[src/rtl/tc_pkg.sv]
package tc_pkg;

    typedef enum logic [1:0] {
        MODE_NORMAL = 2'd0,
        MODE_CTC    = 2'd1,
        MODE_FAST   = 2'd2,
        MODE_PHASE  = 2'd3
    } tc_mode_e;

    typedef enum logic [1:0] {
        OUT_OFF    = 2'd0,
        OUT_TOGGLE = 2'd1,
        OUT_CLEAR  = 2'd2,
        OUT_SET    = 2'd3
    } tc_out_e;

    typedef enum logic [2:0] {
        CS_STOP     = 3'd0,
        CS_DIV1     = 3'd1,
        CS_DIV8     = 3'd2,
        CS_DIV64    = 3'd3,
        CS_DIV256   = 3'd4,
        CS_DIV1024  = 3'd5,
        CS_EXT_FALL = 3'd6,
        CS_EXT_RISE = 3'd7
    } tc_csel_e;

    localparam logic [1:0] ADDR_CTRL  = 2'd0;
    localparam logic [1:0] ADDR_COUNT = 2'd1;
    localparam logic [1:0] ADDR_CMP   = 2'd2;
    localparam logic [1:0] ADDR_FLAG  = 2'd3;

    typedef struct packed {
        tc_out_e  out_mode;
        tc_mode_e mode;
        tc_csel_e csel;
    } tc_ctrl_t;

    localparam int CTRL_W = $bits(tc_ctrl_t);

endpackage

[src/rtl/tc_edge_sync.sv]
module tc_edge_sync #(
    parameter int SYNC_N = 2
) (
    input  logic clk,
    input  logic rst_n,
    input  logic pin,
    output logic rise,
    output logic fall
);
    // SYNC_N synchronizer stages plus one history stage for edge detect
    localparam int LEN = SYNC_N + 1;

    logic [LEN-1:0] sh_d, sh_q;

    always_comb begin
        sh_d = {sh_q[LEN-2:0], pin};
    end

    always_ff @(posedge clk or negedge rst_n) begin
        if (!rst_n) sh_q <= '0;
        else        sh_q <= sh_d;
    end

    assign rise =  sh_q[LEN-2] & ~sh_q[LEN-1];
    assign fall = ~sh_q[LEN-2] &  sh_q[LEN-1];

endmodule

[src/rtl/tc_prescaler.sv]
module tc_prescaler
    import tc_pkg::*;
#(
    parameter int PSC_W = 10
) (
    input  logic     clk,
    input  logic     rst_n,
    input  tc_csel_e csel,
    input  logic     ext_rise,
    input  logic     ext_fall,
    output logic     tick
);
    // tap positions: divide by 2**L
    localparam int L8    = 3;
    localparam int L64   = 6;
    localparam int L256  = 8;
    localparam int L1024 = PSC_W;
    localparam logic [PSC_W-1:0] ONE = {{(PSC_W-1){1'b0}}, 1'b1};

    logic [PSC_W-1:0] psc_d, psc_q;
    logic [3:0]       tap;

    always_comb begin
        psc_d  = psc_q + ONE;
        tap[0] = &psc_q[L8-1:0];
        tap[1] = &psc_q[L64-1:0];
        tap[2] = &psc_q[L256-1:0];
        tap[3] = &psc_q[L1024-1:0];
        case (csel)
            CS_DIV1:     tick = 1'b1;
            CS_DIV8:     tick = tap[0];
            CS_DIV64:    tick = tap[1];
            CS_DIV256:   tick = tap[2];
            CS_DIV1024:  tick = tap[3];
            CS_EXT_FALL: tick = ext_fall;
            CS_EXT_RISE: tick = ext_rise;
            default:     tick = 1'b0;
        endcase
    end

    always_ff @(posedge clk or negedge rst_n) begin
        if (!rst_n) psc_q <= '0;
        else        psc_q <= psc_d;
    end

endmodule

[src/rtl/tc_count_unit.sv]
module tc_count_unit
    import tc_pkg::*;
#(
    parameter int W = 8
) (
    input  logic         clk,
    input  logic         rst_n,
    input  logic         tick,
    input  tc_mode_e     mode,
    input  tc_out_e      out_mode,
    input  logic         cnt_we,
    input  logic [W-1:0] cnt_wdata,
    input  logic         cmp_we,
    input  logic [W-1:0] cmp_wdata,
    output logic [W-1:0] count,
    output logic [W-1:0] cmp_shadow,
    output logic [W-1:0] cmp_act,
    output logic         wave,
    output logic         ovf_evt,
    output logic         cmp_evt
);
    localparam logic [W-1:0] MAXV = '1;
    localparam logic [W-1:0] ONE  = {{(W-1){1'b0}}, 1'b1};

    typedef struct packed {
        logic [W-1:0] cnt;
        logic [W-1:0] shadow;
        logic [W-1:0] act;
        logic         dn;
        logic         wave;
    } cu_st_t;

    cu_st_t st_d, st_q;
    logic   pwm, at_top, at_bot, hit, below;

    always_comb begin
        st_d    = st_q;
        ovf_evt = 1'b0;
        cmp_evt = 1'b0;
        pwm     = (mode == MODE_FAST) || (mode == MODE_PHASE);
        at_top  = (st_q.cnt == MAXV);
        at_bot  = (st_q.cnt == '0);
        hit     = (st_q.cnt == st_q.act);

        if (cmp_we) begin
            st_d.shadow = cmp_wdata;
            if (!pwm) st_d.act = cmp_wdata;
        end
        if (mode != MODE_PHASE) st_d.dn = 1'b0;

        if (cnt_we) begin
            st_d.cnt = cnt_wdata;
        end else if (tick) begin
            cmp_evt = hit;
            case (mode)
                MODE_CTC: begin
                    st_d.cnt = hit ? '0 : st_q.cnt + ONE;
                    ovf_evt  = at_top;
                end
                MODE_FAST: begin
                    st_d.cnt = st_q.cnt + ONE;
                    ovf_evt  = at_top;
                    if (at_top) st_d.act = st_d.shadow;
                end
                MODE_PHASE: begin
                    if (!st_q.dn) begin
                        if (at_top) begin
                            st_d.dn  = 1'b1;
                            st_d.cnt = MAXV - ONE;
                        end else begin
                            st_d.cnt = st_q.cnt + ONE;
                        end
                    end else if (at_bot) begin
                        st_d.dn  = 1'b0;
                        st_d.cnt = ONE;
                    end else begin
                        st_d.cnt = st_q.cnt - ONE;
                        ovf_evt  = (st_q.cnt == ONE);
                    end
                    if (at_top || at_bot) st_d.act = st_d.shadow;
                end
                default: begin
                    st_d.cnt = st_q.cnt + ONE;
                    ovf_evt  = at_top;
                end
            endcase
        end

        below = (st_d.cnt < st_d.act);
        if (pwm) begin
            case (out_mode)
                OUT_CLEAR: st_d.wave = below;
                OUT_SET:   st_d.wave = ~below;
                default:   st_d.wave = 1'b0;
            endcase
        end else if (out_mode == OUT_OFF) begin
            st_d.wave = 1'b0;
        end else if (cmp_evt) begin
            case (out_mode)
                OUT_TOGGLE: st_d.wave = ~st_q.wave;
                OUT_CLEAR:  st_d.wave = 1'b0;
                default:    st_d.wave = 1'b1;
            endcase
        end
    end

    always_ff @(posedge clk or negedge rst_n) begin
        if (!rst_n) st_q <= '0;
        else        st_q <= st_d;
    end

    assign count      = st_q.cnt;
    assign cmp_shadow = st_q.shadow;
    assign cmp_act    = st_q.act;
    assign wave       = st_q.wave;

endmodule

[src/rtl/cmp_timer.sv]
module cmp_timer
    import tc_pkg::*;
#(
    parameter int W      = 8,
    parameter int PSC_W  = 10,
    parameter int SYNC_N = 2
) (
    input  logic         clk,
    input  logic         rst_n,
    input  logic         ext_in,
    input  logic         bus_we,
    input  logic [1:0]   bus_addr,
    input  logic [W-1:0] bus_wdata,
    output logic [W-1:0] bus_rdata,
    output logic         wave_out,
    output logic         ovf_irq,
    output logic         cmp_irq
);
    typedef struct packed {
        tc_ctrl_t ctrl;
        logic     ovf;
        logic     cmp;
    } top_st_t;

    top_st_t      st_d, st_q;
    tc_ctrl_t     ctrl;
    logic         ctrl_we, cnt_we, cmp_we, flag_we;
    logic         tick, ext_rise, ext_fall;
    logic         ovf_evt, cmp_evt;
    logic [W-1:0] count, cmp_shadow, cmp_act;

    assign ctrl    = st_q.ctrl;
    assign ctrl_we = bus_we && (bus_addr == ADDR_CTRL);
    assign cnt_we  = bus_we && (bus_addr == ADDR_COUNT);
    assign cmp_we  = bus_we && (bus_addr == ADDR_CMP);
    assign flag_we = bus_we && (bus_addr == ADDR_FLAG);

    tc_edge_sync #(.SYNC_N(SYNC_N)) u_sync (
        .clk  (clk),
        .rst_n(rst_n),
        .pin  (ext_in),
        .rise (ext_rise),
        .fall (ext_fall)
    );

    tc_prescaler #(.PSC_W(PSC_W)) u_psc (
        .clk     (clk),
        .rst_n   (rst_n),
        .csel    (ctrl.csel),
        .ext_rise(ext_rise),
        .ext_fall(ext_fall),
        .tick    (tick)
    );

    tc_count_unit #(.W(W)) u_cnt (
        .clk       (clk),
        .rst_n     (rst_n),
        .tick      (tick),
        .mode      (ctrl.mode),
        .out_mode  (ctrl.out_mode),
        .cnt_we    (cnt_we),
        .cnt_wdata (bus_wdata),
        .cmp_we    (cmp_we),
        .cmp_wdata (bus_wdata),
        .count     (count),
        .cmp_shadow(cmp_shadow),
        .cmp_act   (cmp_act),
        .wave      (wave_out),
        .ovf_evt   (ovf_evt),
        .cmp_evt   (cmp_evt)
    );

    always_comb begin
        st_d = st_q;
        if (ctrl_we) st_d.ctrl = tc_ctrl_t'(bus_wdata[CTRL_W-1:0]);
        st_d.ovf = (st_q.ovf && !(flag_we && bus_wdata[0])) || ovf_evt;
        st_d.cmp = (st_q.cmp && !(flag_we && bus_wdata[1])) || cmp_evt;
        case (bus_addr)
            ADDR_CTRL:  bus_rdata = {{(W-CTRL_W){1'b0}}, st_q.ctrl};
            ADDR_COUNT: bus_rdata = count;
            ADDR_CMP:   bus_rdata = cmp_shadow;
            default:    bus_rdata = {{(W-2){1'b0}}, st_q.cmp, st_q.ovf};
        endcase
    end

    always_ff @(posedge clk or negedge rst_n) begin
        if (!rst_n) st_q <= '0;
        else        st_q <= st_d;
    end

    assign ovf_irq = st_q.ovf;
    assign cmp_irq = st_q.cmp;

endmodule

[config.mk]
export PLATFORM = sky130hd
export DESIGN_NAME = cmp_timer
export DESIGN_NICKNAME = d
export VERILOG_FILES = /design/src/rtl/tc_pkg.sv /design/src/rtl/tc_edge_sync.sv /design/src/rtl/tc_prescaler.sv /design/src/rtl/tc_count_unit.sv /design/src/rtl/cmp_timer.sv
export SDC_FILE = /design/constraint.sdc
export NUM_CORES = 1
export LEC_CHECK = 0
export BUFFER_PORTS_ARGS = -buffer_cell sky130_fd_sc_hd__buf_2
export CORE_MARGIN = 2
export CORE_UTILIZATION = 60
export DETAILED_ROUTE_END_ITERATION = 10
export PLACE_DENSITY_LB_ADDON = 0.2
export SLEW_MARGIN = 20
export SYNTH_ARGS = -nofsm -noshare
export SYNTH_HDL_FRONTEND = slang
export SYNTH_SLANG_ARGS = --single-unit
[constraint.sdc]
create_clock -name clk -period 5.35 [get_ports clk]
set_clock_uncertainty 0.05 [all_clocks]
set_input_delay 0.535 -clock clk [delete_from_list [all_inputs] [get_ports clk]]
set_output_delay 0.535 -clock clk [all_outputs]
set_load 0.02 [all_outputs]
* Word-level counts from Yosys, hierarchy flattened *
Cells that the tools add are included.

word-level totals
  register bits after elaboration = 48
  word-level logic and storage cells = 97
  output and inout bits = 11
  input port bits = 14

operators by class
  reductions and logical operators = 22
  $add $sub $neg = 3
  equal/unequal tests = 20
  bitwise logic cells = 6
  magnitude comparators = 1
  multiplexer cells = 33

operators by type and width
  operator                                          number
  two-way mux 8 bit                                 9
  case mux 8 bit (2 select lines)                   2
  case mux 8 bit (3 select lines)                   1
  two-way mux 9 bit                                 2
  two-way mux 16 bit                                1
  two-way mux 1 bit                                 15
  == test 2 bit, second input constant              6
  == test 3 bit, second input constant              4
  adder 10 x 1 -> 10 bit, second input constant     1
  AND reduction 10 bit                              1
  adder 8 x 1 -> 8 bit, second input constant       1
  == test 8 x 1 -> 1 bit, second input constant     1
  == test 8 bit                                     1
  == test 8 bit, second input constant              1
  logical AND 1 bit                                 8
  zero test 8 bit                                   1
  < comparator 8 bit                                1
  AND reduction 8 bit                               1
  subtractor 8 x 1 -> 8 bit, second input constant  1
  case mux 1 bit (7 select lines)                   1
  == test 2 x 1 -> 1 bit, second input constant     3
  == test 3 x 2 -> 1 bit, second input constant     2
  AND reduction 6 bit                               1
  zero test 2 bit                                   2
  other kinds (9)                                   18

* Longest topological paths before layout *
  word-level depth = 12
  mapped depth = 18
  gate-level depth less buffers = 17

* Hierarchy *
From an unflattened synthesis, not the netlist that was laid out.

second synthesis, totals
  cells, all modules = 359
  area, all modules = 3,459.6 µm²

modules (own cells, without submodules)
  module         seq. area each (µm²)  area an instance (µm²)  instances  cells each
  tc_count_unit  650.6                 2,332.2                 1          271
  cmp_timer      225.2                 549.3                   1          42
  tc_prescaler   250.2                 488.0                   1          41
  tc_edge_sync   75.1                  90.1                    1          5

* Worst setup path after synthesis *
OpenSTA, ideal clock, no wires.

  path kind = reg2reg
  from = reg u_cnt.st_q, in the netlist u_cnt.count[0]
  to = reg u_cnt.st_q, in the netlist u_cnt.wave
  path slack = 1,634 ps
  arrival time = 3,584 ps
  data required time = 5,218 ps
  period minus slack after synthesis = 3,716 ps
  path buffers = 1
  library setup time = 82 ps
  stages on the path, launching flop included = 16
  cell sequence = dfrtp_1 buf_2 or4_2 or3_1 a21oi_1 nor2_1 o311a_1 a31oi_1 ha_1 a21oi_1 nor2_1 a211oi_1 o21ai_0 nor2_1 or4b_1 a31oi_1

RTL lines
  element                   line                  source
  start: declaration        tc_count_unit.sv:33   cu_st_t st_d, st_q;
  start signal: assignment  tc_count_unit.sv:109  else st_q <= st_d;

* Worst setup path after layout *
  from = reg u_psc.psc_q[0]
  to = reg u_cnt.st_q, in the netlist u_cnt.wave

on the way
  cells in the longest elaborated chain, start to end = 8
  elaborated cells on any way between the ends = 16
  classes of those cells = order compare: 1; mux: 9; bitwise: 1; reduce/logical: 5

ends and longest elaborated chain
  element                                                 line                 source
  start: declaration                                      tc_prescaler.sv:20   logic [PSC_W-1:0] psc_d, psc_q;
  start signal: assignment                                tc_prescaler.sv:43   else psc_q <= psc_d;
  AND reduction 10 bit (tied with other cells)            tc_prescaler.sv:28   tap[3] = &psc_q[L1024-1:0];
  case mux 1 bit (7 select lines) (*)                     tc_prescaler.sv:29   case (csel)
  two-way mux 8 bit or two-way mux 9 bit (tied branches)  tc_count_unit.sv:53  end else if (tick) begin
  two-way mux 8 bit or two-way mux 9 bit (tied branches)  tc_count_unit.sv:51  if (cnt_we) begin
  < comparator 8 bit                                      tc_count_unit.sv:89  below = (st_d.cnt < st_d.act);
  inverter 1 bit                                          tc_count_unit.sv:93  OUT_SET: st_d.wave = ~below;
  case mux 1 bit (2 select lines)                         tc_count_unit.sv:91  case (out_mode)
  two-way mux 1 bit                                       tc_count_unit.sv:90  if (pwm) begin

Mark *: on every way between the ends. The rest lies on a longest branch, timed or not.
A chain may end at the register's enable or synchronous reset.

==> insert_results.sql <==
INSERT INTO impl_metrics (metric_group, metric, value, unit) VALUES
('global_routing', 'groute.layer.met3.usage', '0.03765', ''),
('setup_path', 'critical_path.startpoint_type', 'flip-flop', ''),
('setup_path', 'crit_chain', 'ha_1, ha_1, a21oi_1, a31oi_1, o32ai_2, nor3_1, and3_1, a21oi_1, a21oi_1, ha_1, a21oi_1, nor2_1, a211oi_1, o21ai_0, nor2_1, or4b_1, a31oi_1', ''),
('floorplanning', 'fp.coreArea', '5140', 'um2'),
('status', 'run_status', 'completed', ''),
('global_routing', 'met2_usage', '0.4348', ''),
('timing', 'setup_viol', '0', ''),
('final_layout', 'layout-area-overhead-vs-synth', '6.817', '%'),
('global_routing', 'grt_start_max_net_pins', '49', ''),
('timing', 'max_slew.worst_pin.slew', '714.7', 'ps'),
('synth', 'netlist_area', '3212', 'um2'),
('timing', 'setup_tns', '0', 'ps'),
('cts', 'cts-buffers-inserted', '5', ''),
('power', 'leakage', '1.573', 'nW'),
('placement', 'io_buffer_count', '24', ''),
('global_routing', 'antenna_violations_before_repair', '0', ''),
('setup_path', 'regToRegStartpoint', 'u_psc.psc_q[0]$_DFF_PN0_', ''),
('cts', 'cts.repair.resized', '0', ''),
('cts', 'clk-insertion-delay-late', '300', 'ps'),
('job', 'maxCapViolations', '0', ''),
('setup_path', 'crit_path_top_delay_cell', 'sky130_fd_sc_hd__and3_1', ''),
('synth', 'synth_edf_count', '0', ''),
('timing', 'clock.fmax', '226.1', 'MHz'),
('setup_path', 'timing.critical_path.arrival', '4590', 'ps'),
('timing', 'drv_slew', '0', ''),
('synth', 'mappedNetlistNets', '384', ''),
('final_layout', 'final_layout_size_suffix_gt1_frac', '0.1505', ''),
('floorplanning', 'y_dimension_of_the_die', '77.17', 'um'),
('route', 'detailedRoute.firstIterationViolations', '289', ''),
('floorplanning', 'rows', '26', ''),
('cts', 'ctsHtreeMaxLevel', '2', ''),
('synth', 'asyncSetResetFlopFracSynth', '1.000', ''),
('timing', 'final-hold-violation-count', '0', ''),
('floorplanning', 'initial_utilization', '0.6249', ''),
('synth', 'yosys_warnings', '0', ''),
('timing', 'fin_worst_hold_slack', '267.3', 'ps'),
('hold_path', 'hold_path.class', 'primary input to asynchronous set/reset pin', ''),
('timing', 'rsz0062_at_grt', 'no', ''),
('setup_path', 'crit_type', 'flip-flop to flip-flop', ''),
('cts', 'numClockSinks', '48', ''),
('route', 'vias_per_cell', '6.290', ''),
('setup_path', 'setup.worst_path.start', 'u_psc.psc_q[0]$_DFF_PN0_', ''),
('power', 'ir_worst_vdd', '0.0002240', 'V'),
('setup_path', 'critPathRequiredTime', '5520', 'ps'),
('placement', 'dpl.hpwl', '5631', 'um'),
('setup_path', 'crit_path_max_fanout', '21', ''),
('floorplanning', 'dieArea', '5954', 'um2'),
('route', 'wl_per_cell', '17.47', 'um'),
('setup_path', 'cp_common_cell', 'sky130_fd_sc_hd__a21oi_1', ''),
('cts', 'path_clk_slew', '90', 'ps'),
('route', 'dr_pass1_iterations', '5', ''),
('floorplanning', 'design.portCount', '25', ''),
('timing', 'fin_crit_sh', '0.8267', ''),
('global_routing', 'grt_util_met1', '0.4040', ''),
('final_layout', 'final_cell_count_no_fill', '442', ''),
('route', 'routed-via-count', '2780', ''),
('floorplanning', 'die_width', '77.17', 'um'),
('route', 'detail_route.drc_violations', '0', ''),
('global_routing', 'grt_most_used_layer', 'met2', ''),
('placement', 'numPlacedInstances', '434', ''),
('synth', 'top_ff_cell_synth', 'sky130_fd_sc_hd__dfrtp_1', ''),
('synth', 'postSynthRegisterBits', '48', ''),
('cts', 'post_cts_buffers', '0', ''),
('global_routing', 'grtUsageTotal', '0.2775', ''),
('synth', 'synthesis.instances', '358', ''),
('synth', 'avgSynthCellArea', '8.972', 'um2'),
('timing', 'worst_slew_margin_rel', '0.5235', ''),
('global_routing', 'grt_first_pass_wirelength', '13080', 'um'),
('setup_path', 'timing.critical_path.slowest_cell_delay', '700', 'ps'),
('placement', 'gp_congestion', '0.9162', ''),
('cts', 'clock_tree_from_tritoncts', 'built', '');
critical path, delay by kind of cell (launching register included):
family                     cells  cell delay, ps
adders and majority gates      3             630
DFF                            1             400
and+or+nand+nor                5            1830
AOI/OAI and AO/OA              9            1410
routing by layer:
layer | vias up | routed length (um)
li1 | 1320 | -
met1 | 1357 | 3444
met2 | 96 | 3743
met3 | 7 | 440
met4 | 0 | 92
met5 | - | 0
logic make-up (layout without fill, tap and decap cells):
kind of cell	after synthesis	in the layout	synth area share
DFF	48	48	0.3740
muxes	25	25	0.08843
AOI/OAI and AO/OA	101	101	0.2034
and+or+nand+nor	119	119	0.1882
adders and majority gates	12	12	0.04675
xor gates and xnor gates	16	16	0.04597
buffers and inverters	37	51	0.05337
metrics by stage:
stage | utilization | setup slack (ps) | total power, mW | cell area [um2]
after floorplan | - | 1634 | 0.9763 | 3212
after global placement | 0.6487 | 1220 | 1.095 | 3334
after detailed placement | 0.6487 | 1072 | 1.109 | 3334
after CTS | 0.6675 | 1018 | 1.341 | 3431
after global routing | 0.6675 | 453.3 | 1.444 | 3431
final | 0.6675 | 927.0 | 1.345 | 3431
layout make-up:
type | count | area [um2]
fillers | 448 | 1709
multi-input cells | 273 | 1839
clock buffers | 6 | 82.58
clock inverters | 2 | 13.76
inverters | 15 | 56.30
flip-flops and latches | 48 | 1201
well taps | 70 | 87.58
repair buffers | 28 | 150.1
Yosys cell counts (3+ instances only):
master / n / share of area
sky130_fd_sc_hd__o21a_1: 3 / 0.0070
sky130_fd_sc_hd__a21o_1: 9 / 0.021
sky130_fd_sc_hd__a31oi_1: 7 / 0.014
sky130_fd_sc_hd__nor3_1: 5 / 0.0078
sky130_fd_sc_hd__buf_2: 5 / 0.0078
sky130_fd_sc_hd__nor2b_1: 3 / 0.0058
sky130_fd_sc_hd__nand2_1: 40 / 0.047
sky130_fd_sc_hd__nand2b_1: 3 / 0.0058
sky130_fd_sc_hd__ha_1: 12 / 0.047
sky130_fd_sc_hd__inv_1: 15 / 0.018
sky130_fd_sc_hd__o31ai_1: 4 / 0.0093
sky130_fd_sc_hd__xnor2_1: 12 / 0.033
sky130_fd_sc_hd__xor2_1: 3 / 0.0082
sky130_fd_sc_hd__clkbuf_1: 10 / 0.012
sky130_fd_sc_hd__o21ai_0: 25 / 0.039
sky130_fd_sc_hd__or4_1: 3 / 0.0070
sky130_fd_sc_hd__a21oi_1: 27 / 0.042
sky130_fd_sc_hd__nand3_1: 11 / 0.017
sky130_fd_sc_hd__nand4_1: 7 / 0.014
sky130_fd_sc_hd__mux2_2: 6 / 0.021
sky130_fd_sc_hd__nor2_1: 24 / 0.028
sky130_fd_sc_hd__buf_4: 3 / 0.0070
sky130_fd_sc_hd__nor3b_1: 3 / 0.0070
sky130_fd_sc_hd__mux2i_1: 16 / 0.050
sky130_fd_sc_hd__nor4_1: 3 / 0.0058
sky130_fd_sc_hd__dfrtp_1: 48 / 0.37
registers in the layout (all words and copies together) (netlist names):
signal / flops
u_cnt.wave: 1
ovf_irq: 1
u_cnt.cmp_shadow: 8
u_cnt.st_q: 1
u_psc.psc_q: 10
u_sync.sh_q: 3
cmp_irq: 1
ctrl: 7
u_cnt.cmp_act: 8
u_cnt.count: 8
placed cells by master, fill, tap and decap left out, drive strengths merged, types with 3 or more instances in the layout:
cell / instances
inv: 16
a21oi: 28
or2: 4
nor2b: 3
mux2: 7
nor4: 4
nor3b: 3
a21o: 9
or4: 4
ha: 12
mux2i: 16
dfrtp: 48
nor2: 25
nand2b: 3
nand4: 7
xnor2: 13
nand3: 11
a31oi: 7
nor3: 5
nand2: 41
buf: 28
xor2: 3
clkbuf: 6
o21ai: 25
o21a: 3
o31ai: 4
where the power goes:
| part | switching, mW | total [mW] | internal (mW) |
|---|---|---|---|
| combinational | 0.305 | 0.547 | 0.242 |
| sequential | 0.136 | 0.568 | 0.432 |
| clock | 0.123 | 0.229 | 0.106 |
| total | 0.564 | 1.34 | 0.781 |
path summary, 6_finish.rpt:
path	end	slack [ps]	cells after the start
setup / recovery	u_cnt.wave$_DFFE_PN0P_	930	17
hold reg to reg	u_sync.sh_q[1]$_DFF_PN0_	320	0
min in group clk	u_sync.sh_q[0]$_DFF_PN0_	290	1
max in group asynchronous	ctrl[3]$_DFFE_PN0P_	4560	2
setup reg to reg	u_cnt.wave$_DFFE_PN0P_	930	17
hold / removal	u_psc.psc_q[7]$_DFF_PN0_	270	2
(Power assumes the default switching activity.)
